===== src/rtl/sci_irq_pkg.sv =====
package sci_irq_pkg;
  localparam int STAT_W = 16;
  localparam int STK_N  = 8;

  typedef enum logic [1:0] {
    MODE_ASYNC = 2'b00,
    MODE_FAST  = 2'b01,
    MODE_CODEC = 2'b10,
    MODE_PLAIN = 2'b11
  } mode_e;

  // sticky slot indices
  localparam int SK_UNDR  = 0;
  localparam int SK_BRK   = 1;
  localparam int SK_EOF   = 2;
  localparam int SK_ERR   = 3;
  localparam int SK_CODEC = 4;  // four codec slots from here
  localparam int N_CODEC  = 4;

  // status bit positions
  localparam int ST_TXE   = 4;
  localparam int ST_BRK   = 5;
  localparam int ST_RX    = 6;
  localparam int ST_TXR   = 7;
  localparam int ST_EOF   = 8;
  localparam int ST_ERR   = 9;
  localparam int ST_CODEC = 12;
endpackage


===== src/rtl/sci_irq_decode.sv =====
module sci_irq_decode
  import sci_irq_pkg::*;
(
  input  mode_e              mode_i,
  output logic [STK_N-1:0]   en_o
);
  logic is_async, is_fast, is_codec;

  assign is_async = (mode_i == MODE_ASYNC);
  assign is_fast  = (mode_i == MODE_FAST);
  assign is_codec = (mode_i == MODE_CODEC);

  always_comb begin
    en_o          = '0;
    en_o[SK_UNDR] = !is_async;
    en_o[SK_BRK]  = is_async;
    en_o[SK_EOF]  = is_fast;
    en_o[SK_ERR]  = 1'b1;
    for (int k = 0; k < N_CODEC; k++) en_o[SK_CODEC+k] = is_codec;
  end
endmodule


===== src/rtl/sci_irq_sticky.sv =====
module sci_irq_sticky #(
  parameter int N = 8
) (
  input  logic         clk_i,
  input  logic         rst_ni,
  input  logic [N-1:0] set_i,
  input  logic         clr_i,
  output logic [N-1:0] q_o
);
  for (genvar i = 0; i < N; i++) begin : g_bit
    always_ff @(posedge clk_i or negedge rst_ni) begin
      if (!rst_ni)       q_o[i] <= 1'b0;
      else if (set_i[i]) q_o[i] <= 1'b1;  // set beats clear
      else if (clr_i)    q_o[i] <= 1'b0;
    end

    p_set_wins_r6: assert property (@(posedge clk_i) disable iff (!rst_ni)
      set_i[i] |=> q_o[i]);
    p_clear_r6: assert property (@(posedge clk_i) disable iff (!rst_ni)
      (clr_i && !set_i[i]) |=> !q_o[i]);
    p_hold_r6: assert property (@(posedge clk_i) disable iff (!rst_ni)
      (!clr_i && q_o[i]) |=> q_o[i]);
  end
endmodule


===== src/rtl/sci_irq_compose.sv =====
module sci_irq_compose
  import sci_irq_pkg::*;
(
  input  logic              async_mode_i,
  input  logic              thr_sel_i,
  input  logic              tx_empty_i,
  input  logic              tx_rdy_i,
  input  logic              rx_rdy_i,
  input  logic              fifo_full_i,
  input  logic [STK_N-1:0]  q_i,
  input  logic [STK_N-1:0]  en_i,
  output logic [STAT_W-1:0] stat_o
);
  logic [STK_N-1:0] vis;
  assign vis = q_i & en_i;

  always_comb begin
    stat_o         = '0;
    stat_o[ST_TXE] = async_mode_i ? tx_empty_i : vis[SK_UNDR];
    stat_o[ST_BRK] = vis[SK_BRK];
    stat_o[ST_RX]  = thr_sel_i ? fifo_full_i : rx_rdy_i;
    stat_o[ST_TXR] = tx_rdy_i;
    stat_o[ST_EOF] = vis[SK_EOF];
    stat_o[ST_ERR] = vis[SK_ERR];
    for (int k = 0; k < N_CODEC; k++) stat_o[ST_CODEC+k] = vis[SK_CODEC+k];
  end
endmodule


===== src/rtl/sci_irq_gate.sv =====
module sci_irq_gate #(
  parameter int W = 16
) (
  input  logic         clk_i,
  input  logic         rst_ni,
  input  logic         we_i,
  input  logic [W-1:0] wdata_i,
  input  logic [W-1:0] stat_i,
  output logic         irq_o
);
  logic [W-1:0] mask_q;

  always_ff @(posedge clk_i or negedge rst_ni) begin
    if (!rst_ni) begin
      mask_q <= '0;
      irq_o  <= 1'b0;
    end else begin
      if (we_i) mask_q <= wdata_i;
      irq_o <= |(stat_i & mask_q);
    end
  end

  p_quiet_mask_r1: assert property (@(posedge clk_i) disable iff (!rst_ni)
    (mask_q == '0) |=> !irq_o);
  p_quiet_stat_r1: assert property (@(posedge clk_i) disable iff (!rst_ni)
    (stat_i == '0) |=> !irq_o);
  p_mask_load_r3: assert property (@(posedge clk_i) disable iff (!rst_ni)
    we_i |=> (mask_q == $past(wdata_i)));
endmodule


===== src/rtl/sci_irq_unit.sv =====
module sci_irq_unit
  import sci_irq_pkg::*;
(
  input  logic              clk_i,
  input  logic              rst_ni,
  input  logic [1:0]        mode_i,
  input  logic              fifo_thr_sel_i,
  input  logic              tx_empty_i,
  input  logic              tx_rdy_i,
  input  logic              rx_rdy_i,
  input  logic              fifo_full_i,
  input  logic              underrun_evt_i,
  input  logic              break_evt_i,
  input  logic              eof_evt_i,
  input  logic              error_evt_i,
  input  logic              cmd_send_evt_i,
  input  logic              data_ovr_evt_i,
  input  logic              data_valid_evt_i,
  input  logic              unex_slot_evt_i,
  input  logic              rst_err_i,
  input  logic              mask_we_i,
  input  logic [STAT_W-1:0] mask_wdata_i,
  output logic [STAT_W-1:0] status_o,
  output logic              irq_o
);
  mode_e            mode;
  logic [STK_N-1:0] en, evt, q;

  assign mode = mode_e'(mode_i);

  always_comb begin
    evt                = '0;
    evt[SK_UNDR]       = underrun_evt_i;
    evt[SK_BRK]        = break_evt_i;
    evt[SK_EOF]        = eof_evt_i;
    evt[SK_ERR]        = error_evt_i;
    evt[SK_CODEC+0]    = cmd_send_evt_i;
    evt[SK_CODEC+1]    = data_ovr_evt_i;
    evt[SK_CODEC+2]    = data_valid_evt_i;
    evt[SK_CODEC+3]    = unex_slot_evt_i;
  end

  sci_irq_decode u_decode (
    .mode_i (mode),
    .en_o   (en)
  );

  sci_irq_sticky #(.N(STK_N)) u_sticky (
    .clk_i  (clk_i),
    .rst_ni (rst_ni),
    .set_i  (evt & en),  // events of a foreign mode are dropped
    .clr_i  (rst_err_i),
    .q_o    (q)
  );

  sci_irq_compose u_compose (
    .async_mode_i (mode == MODE_ASYNC),
    .thr_sel_i    (fifo_thr_sel_i),
    .tx_empty_i   (tx_empty_i),
    .tx_rdy_i     (tx_rdy_i),
    .rx_rdy_i     (rx_rdy_i),
    .fifo_full_i  (fifo_full_i),
    .q_i          (q),
    .en_i         (en),
    .stat_o       (status_o)
  );

  sci_irq_gate #(.W(STAT_W)) u_gate (
    .clk_i   (clk_i),
    .rst_ni  (rst_ni),
    .we_i    (mask_we_i),
    .wdata_i (mask_wdata_i),
    .stat_i  (status_o),
    .irq_o   (irq_o)
  );

  p_brk_mode_r7: assert property (@(posedge clk_i) disable iff (!rst_ni)
    (break_evt_i && mode != MODE_ASYNC && !q[SK_BRK]) |=> !q[SK_BRK]);
  p_eof_mode_r8: assert property (@(posedge clk_i) disable iff (!rst_ni)
    (eof_evt_i && mode != MODE_FAST && !q[SK_EOF]) |=> !q[SK_EOF]);
  p_codec_mode_r9: assert property (@(posedge clk_i) disable iff (!rst_ni)
    (mode != MODE_CODEC) |-> (status_o[ST_CODEC +: N_CODEC] == '0));
  p_err_set_r10: assert property (@(posedge clk_i) disable iff (!rst_ni)
    error_evt_i |=> status_o[ST_ERR]);
endmodule


===== config.mk =====
export PLATFORM = sky130hd
export DESIGN_NAME = sci_irq_unit
export DESIGN_NICKNAME = d
export VERILOG_FILES = /design/src/rtl/sci_irq_pkg.sv /design/src/rtl/sci_irq_decode.sv /design/src/rtl/sci_irq_sticky.sv /design/src/rtl/sci_irq_compose.sv /design/src/rtl/sci_irq_gate.sv /design/src/rtl/sci_irq_unit.sv
export SDC_FILE = /design/constraint.sdc
export NUM_CORES = 1
export LEC_CHECK = 0
export CORE_UTILIZATION = 36
export DETAILED_ROUTE_END_ITERATION = 12
export GPL_ROUTABILITY_DRIVEN = 1
export GPL_TIMING_DRIVEN = 0
export PLACE_DENSITY = 0.8
export SLEW_MARGIN = 20
export SYNTH_ARGS = -nofsm -noshare
export SYNTH_HDL_FRONTEND = slang
export SYNTH_SLANG_ARGS = --single-unit

===== constraint.sdc =====
create_clock -name clk_i -period 1.6 [get_ports clk_i]
set_clock_uncertainty 0.2 [all_clocks]
set_input_delay 0.16 -clock clk_i [delete_from_list [all_inputs] [get_ports clk_i]]
set_output_delay 0.16 -clock clk_i [all_outputs]
set_load 0.01 [all_outputs]

Word-level counts from Yosys, hierarchy flattened
Index checks and enable logic that the tools add are counted.
Widths: inputs -> output; s select.
{ "totals": {"register_bits": 25, "elab_cells": 37} }
{ "op_classes": {"n_eq_ne": 2, "n_mux": 11, "reduce_logical": 11, "bitwise_logic": 3} }
{ "ops": {"columns": ["op", "n"], "rows": [
  ["$and 16x16->16", 1],
  ["$and 8x8->8", 2],
  ["$reduce_bool 2->1", 8],
  ["$reduce_or 16->1", 1],
  ["$mux 1", 11],
  ["$eq 2x1->1 const B", 1],
  ["$eq 2x2->1 const B", 1],
  ["$logic_not 2->1", 1],
  ["$logic_not 1->1", 1]
]} }

Longest topological paths before layout
{ "depth": {"ltp_word": 6, "mapped_depth": 3, "ltp_nobuf": 3} }

Modules after synthesis
From an unflattened synthesis, not the netlist that was laid out.
{ "hier_totals": {"hier_cells": 101, "area_unflattened_um2": 1277.5} }
{ "modules_own_cells": {"columns": ["module", "area_each_um2", "cells_each", "seq_area_each_um2", "n_inst"], "rows": [
  ["sci_irq_gate", 750.7, 44, 425.4, 1],
  ["sci_irq_sticky", 264.0, 17, 200.2, 1],
  ["sci_irq_compose", 127.6, 19, 0.0, 1],
  ["sci_irq_decode", 81.3, 12, 0.0, 1],
  ["sci_irq_unit", 53.8, 9, 0.0, 1]
]} }

Worst setup path after synthesis
OpenSTA, ideal clock, no wires.
{ "synth_path": {"kind": "register -> register", "startpoint": "register u_sticky.q_o[2]", "endpoint": "register u_gate.irq_o", "arrival_ns": 0.907, "path_stages_with_launch": 4, "setup_ns": 0.146, "path_buffers": 0, "path_slack_ns": 0.347, "period_less_slack_ns": 1.253, "path_cell_list": "dfrtp_1 -> and3b_1 -> a222oi_1 -> o2111ai_1"} }
{ "synth_via": {"elab_chain_cells": 3} }
{ "synth_rtl": {"columns": ["item", "line", "text"], "rows": [
  ["start: declaration", "sci_irq_sticky.sv:8", "output logic [N-1:0] q_o"],
  ["start signal: indexed assignment", "sci_irq_sticky.sv:12", "if (!rst_ni) q_o[i] <= 1'b0;"],
  ["start signal: indexed assignment", "sci_irq_sticky.sv:13", "else if (set_i[i]) q_o[i] <= 1'b1;"],
  ["start signal: indexed assignment", "sci_irq_sticky.sv:14", "else if (clr_i) q_o[i] <= 1'b0;"],
  ["$and 8x8->8", "sci_irq_compose.sv:15", "assign vis = q_i & en_i;"],
  ["named net status_o[8]", "sci_irq_unit.sv:23", "output logic [STAT_W-1:0] status_o,"],
  ["$and 16x16->16", "sci_irq_gate.sv:19", "irq_o <= |(stat_i & mask_q);"],
  ["$reduce_or 16->1", "sci_irq_gate.sv:19", null],
  ["end signal: assignment", "sci_irq_gate.sv:19", null],
  ["end: declaration", "sci_irq_gate.sv:9", "output logic irq_o"]
]} }
The timed path passes the listed nets, and every way through them passes these cells.
A chain may end at the register's enable or synchronous reset.

Final worst setup path
{ "layout_path": {"startpoint": "input port fifo_thr_sel_i", "endpoint": "output port status_o[6]"} }
{ "layout_via": {"elab_chain_cells": 1} }
{ "layout_rtl": {"columns": ["item", "line", "text"], "rows": [
  ["start: declaration", "sci_irq_unit.sv:7", "input logic fifo_thr_sel_i,"],
  ["$mux 1", "sci_irq_compose.sv:21", "stat_o[ST_RX] = thr_sel_i ? fifo_full_i : rx_rdy_i;"],
  ["end: declaration", "sci_irq_unit.sv:23", null]
]} }
Every way passes these cells.

==> results by group <==
Status
  • Status: complete, no violations

Layout
  • Area of the multi-input gates: 343 um2
  • Post-Layout Cell Count: about 150
  • Share of layout cells above drive strength 1: 26.0%
  • Commonest non-fill, non-tap cells in the layout: clkdlybuf4s50_1, dfrtp_1, buf_4
  • Area grow syn2layout: 60.1%
  • Final nets: 159
  • Most common cell after layout, fill and taps aside: clkdlybuf4s50_1
  • # diodes: 0
  • Seq. cell area: 475 um2
  • Filler cells: 206

Clocking
  • Max clock buf depth: 2
  • CTS tree: yes
  • Num CTS Buffers: 3
  • CTS root buffer: clkbuf_4
  • Clock-pin slew on the worst setup and hold paths: 0.10 ns
  • H-tree depth: 1
  • CTS sink count: 19
  • Cts hold-fix bufs: 0
  • Clk_lat worst skew: 0.29 ns

Timing
  • Fin. max-slew vios: 0
  • Slew HR: 44.8%
  • Max Clk Rate: ~650 MHz
  • Worst Max-Slew Pin Slew: 0.825 ns
  • RSZ-0062 raised after global routing: false
  • Sum Neg Setup Slack: 0 ns
  • Clock period minus worst slack: roughly 1.6 ns
  • Final hold viol count: 0
  • Final period util: 96.9%
  • # setup viols final: 0

Synth
  • Yosys warnings: 0
  • Sequential area share after synthesis: 55.0%
  • Distinct cells, synth: 21
  • Yosys reg bits: 19
  • Synthesized area: ~860 um2
  • Syn Inst Count: 70
  • Mean Syn Cell Area: 12.4 um2

Power and ir drop
  • Maximum VDD drop: 0.000539 V
  • Pwr dens: 740 nW/um2
  • Design Power: 1.02 mW
  • Leakage power: 0.654 nW

Route
  • Residual DRC: 0
  • Met3 wire length: 106 um
  • First-pass DRT Iterations: 4
  • Vias per Instance: 4.67
  • M1 WL: 786 um
  • DR top layer: met4
  • Met2 WL: 926 um
  • Initial DRC Count: 5
  • Antenna-violating nets left: 0
  • Via count: 705
  • WL/cell: 12.1 um
  • Total Routed Length: 1830 um

Floorplanning
  • Die width: 51.0 um
  • # rows: 17
  • Initial Utilization: 38.7%
  • DIE HEIGHT: between 50 and 60 um
  • Die ar.: 2600 um2
  • I/O pins: 52
  • Core area: 2230 um2

GRT
  • Initial antenna violation count: 0
  • Tot GR Track Use: roughly 16%
  • Total gr overflow: 0
  • Vias in the first global route: ~700
  • Wire length of the first global-routing pass: ~3000 um
  • Maximum number of pins on one net before global-route repair: 20

Place
  • Placed Cells: approximately 140
  • Placed wire-length estimate: 1450 um
  • Final RePlAce weighted congestion: 0.782
  • PortBufs: 39

Critical path
  • CP Data Arrival Time: 1.19 ns
  • Crit path capture type: output port
  • Buf/Inv on CP: 2
  • Crit-path leading delay family: buffers and inverters
  • Crit Path Max Fanout: 2
  • CP max-delay cell: clkdlybuf4s50_1
  • Crit path cell chain: clkdlybuf4s50_1, mux2_2, clkdlybuf4s15_1
  • Startpoint Class: primary input
  • CP required: 1.24 ns
  • Crit-path max cell delay: roughly 0.46 ns
  • Setup Crit Path Kind: primary input to output port

Run
  • MaxCap Viol Count: 0

Min path
  • Hold Crit Class: primary input to async pin
==> synthesized netlist by cell type, drive strengths merged <==
cell type | n | share of area (%)
buf | 9 | 7.5
and2 | 5 | 3.6
a311o | 1 | 1.2
a222oi | 1 | 1.2
and3b | 1 | 1.0
mux2i | 1 | 1.2
inv | 5 | 2.2
a22oi | 2 | 1.7
o2bb2ai | 1 | 1.0
dfrtp | 19 | 55
mux2 | 10 | 13
o21ai | 1 | 0.58
conb | 1 | 0.43
a21o | 1 | 0.87
o2111ai | 1 | 1.0
a32o | 1 | 1.2
a21oi | 1 | 0.58
nand2 | 2 | 0.87
nor2 | 2 | 0.87
a22o | 5 | 5.1
==> cell type report <==
cell class              instances  share of cell area, %
repair buffers                 44                   30.4
inverters                       5                   1.36
clock buffers                   4                   1.90
flip-flops and latches         19                   34.4
well taps                      28                   2.53
multi-input cells              42                   24.8
plain buffers                   9                   4.70
==> metal layers <==
layer | vias to the layer above | track usage [%]
met5 | - | 0
met4 | 0 | 6.94
met3 | 3 | 2.38
met2 | 29 | 28.3
met1 | 331 | 17.6
li1 | 342 | -
==> state kept, by name, indices dropped and copies added (netlist names) <==
signal	flops
u_gate.mask_q	10
u_sticky.q_o	8
u_gate.irq_o	1
==> final timing paths <==
check / startpoint / endpoint / slack (ns) / depth (start not counted)
setup / recovery: fifo_thr_sel_i / status_o[6] / 0.05 / 3
hold / removal: rst_ni / u_gate.mask_q[5] / 0.13 / 1
setup reg to reg: u_sticky.q_o[4] / u_gate.irq_o / 0.20 / 4
hold reg to reg: u_sticky.q_o[2] / u_sticky.q_o[2] / 0.30 / 1
max in group asynchronous: rst_ni / u_gate.mask_q[4] / 0.56 / 1
min in group clk_i: mode_i[1] / u_sticky.q_o[0] / 0.14 / 3
==> repair_timing <==
action,CTS,global route
pin swaps,2,0
setup buffers,4,1
endpoints found under the hold margin,0,0
resized for setup,22,1
setup endpoints to repair,10,1
==> metrics by stage <==
| stage | instance area (um2) | hold slack [ns] | util, % | setup slack [ns] |
|---|---|---|---|---|
| 6_report | 1380 | 0.134 | 62.0 | 0.0499 |
| 5_1_grt | 1380 | 0.158 | 62.0 | 0.0211 |
| 4_1_cts | 1380 | 0.139 | 61.6 | 0.0265 |
| 3_5_place_dp | 1310 | 0.280 | 58.6 | -0.644 |
| 3_3_place_gp | 1310 | 0.267 | 58.6 | -0.591 |
| 2_1_floorplan | 883 | -0.336 | - | 0.347 |
==> cell families (layout without fill, tap and decap cells) <==
kind of cell,after synthesis,after routing,share of synthesized area [%]
compound gates,15,15,14.3
buf+inv,14,62,9.70
flops,19,19,55.0
mux,11,11,14.2
other cells,1,6,0.434
simple gates,10,10,6.37
==> power breakdown <==
group          leakage (nW)  switching, mW  internal (mW)
Combinational         0.411         0.0844          0.154
Clock                0.0150          0.140         0.0970
Sequential            0.228         0.0247          0.524
Total                 0.654          0.249          0.775
Note: power is estimated with default switching activity, not from simulation.
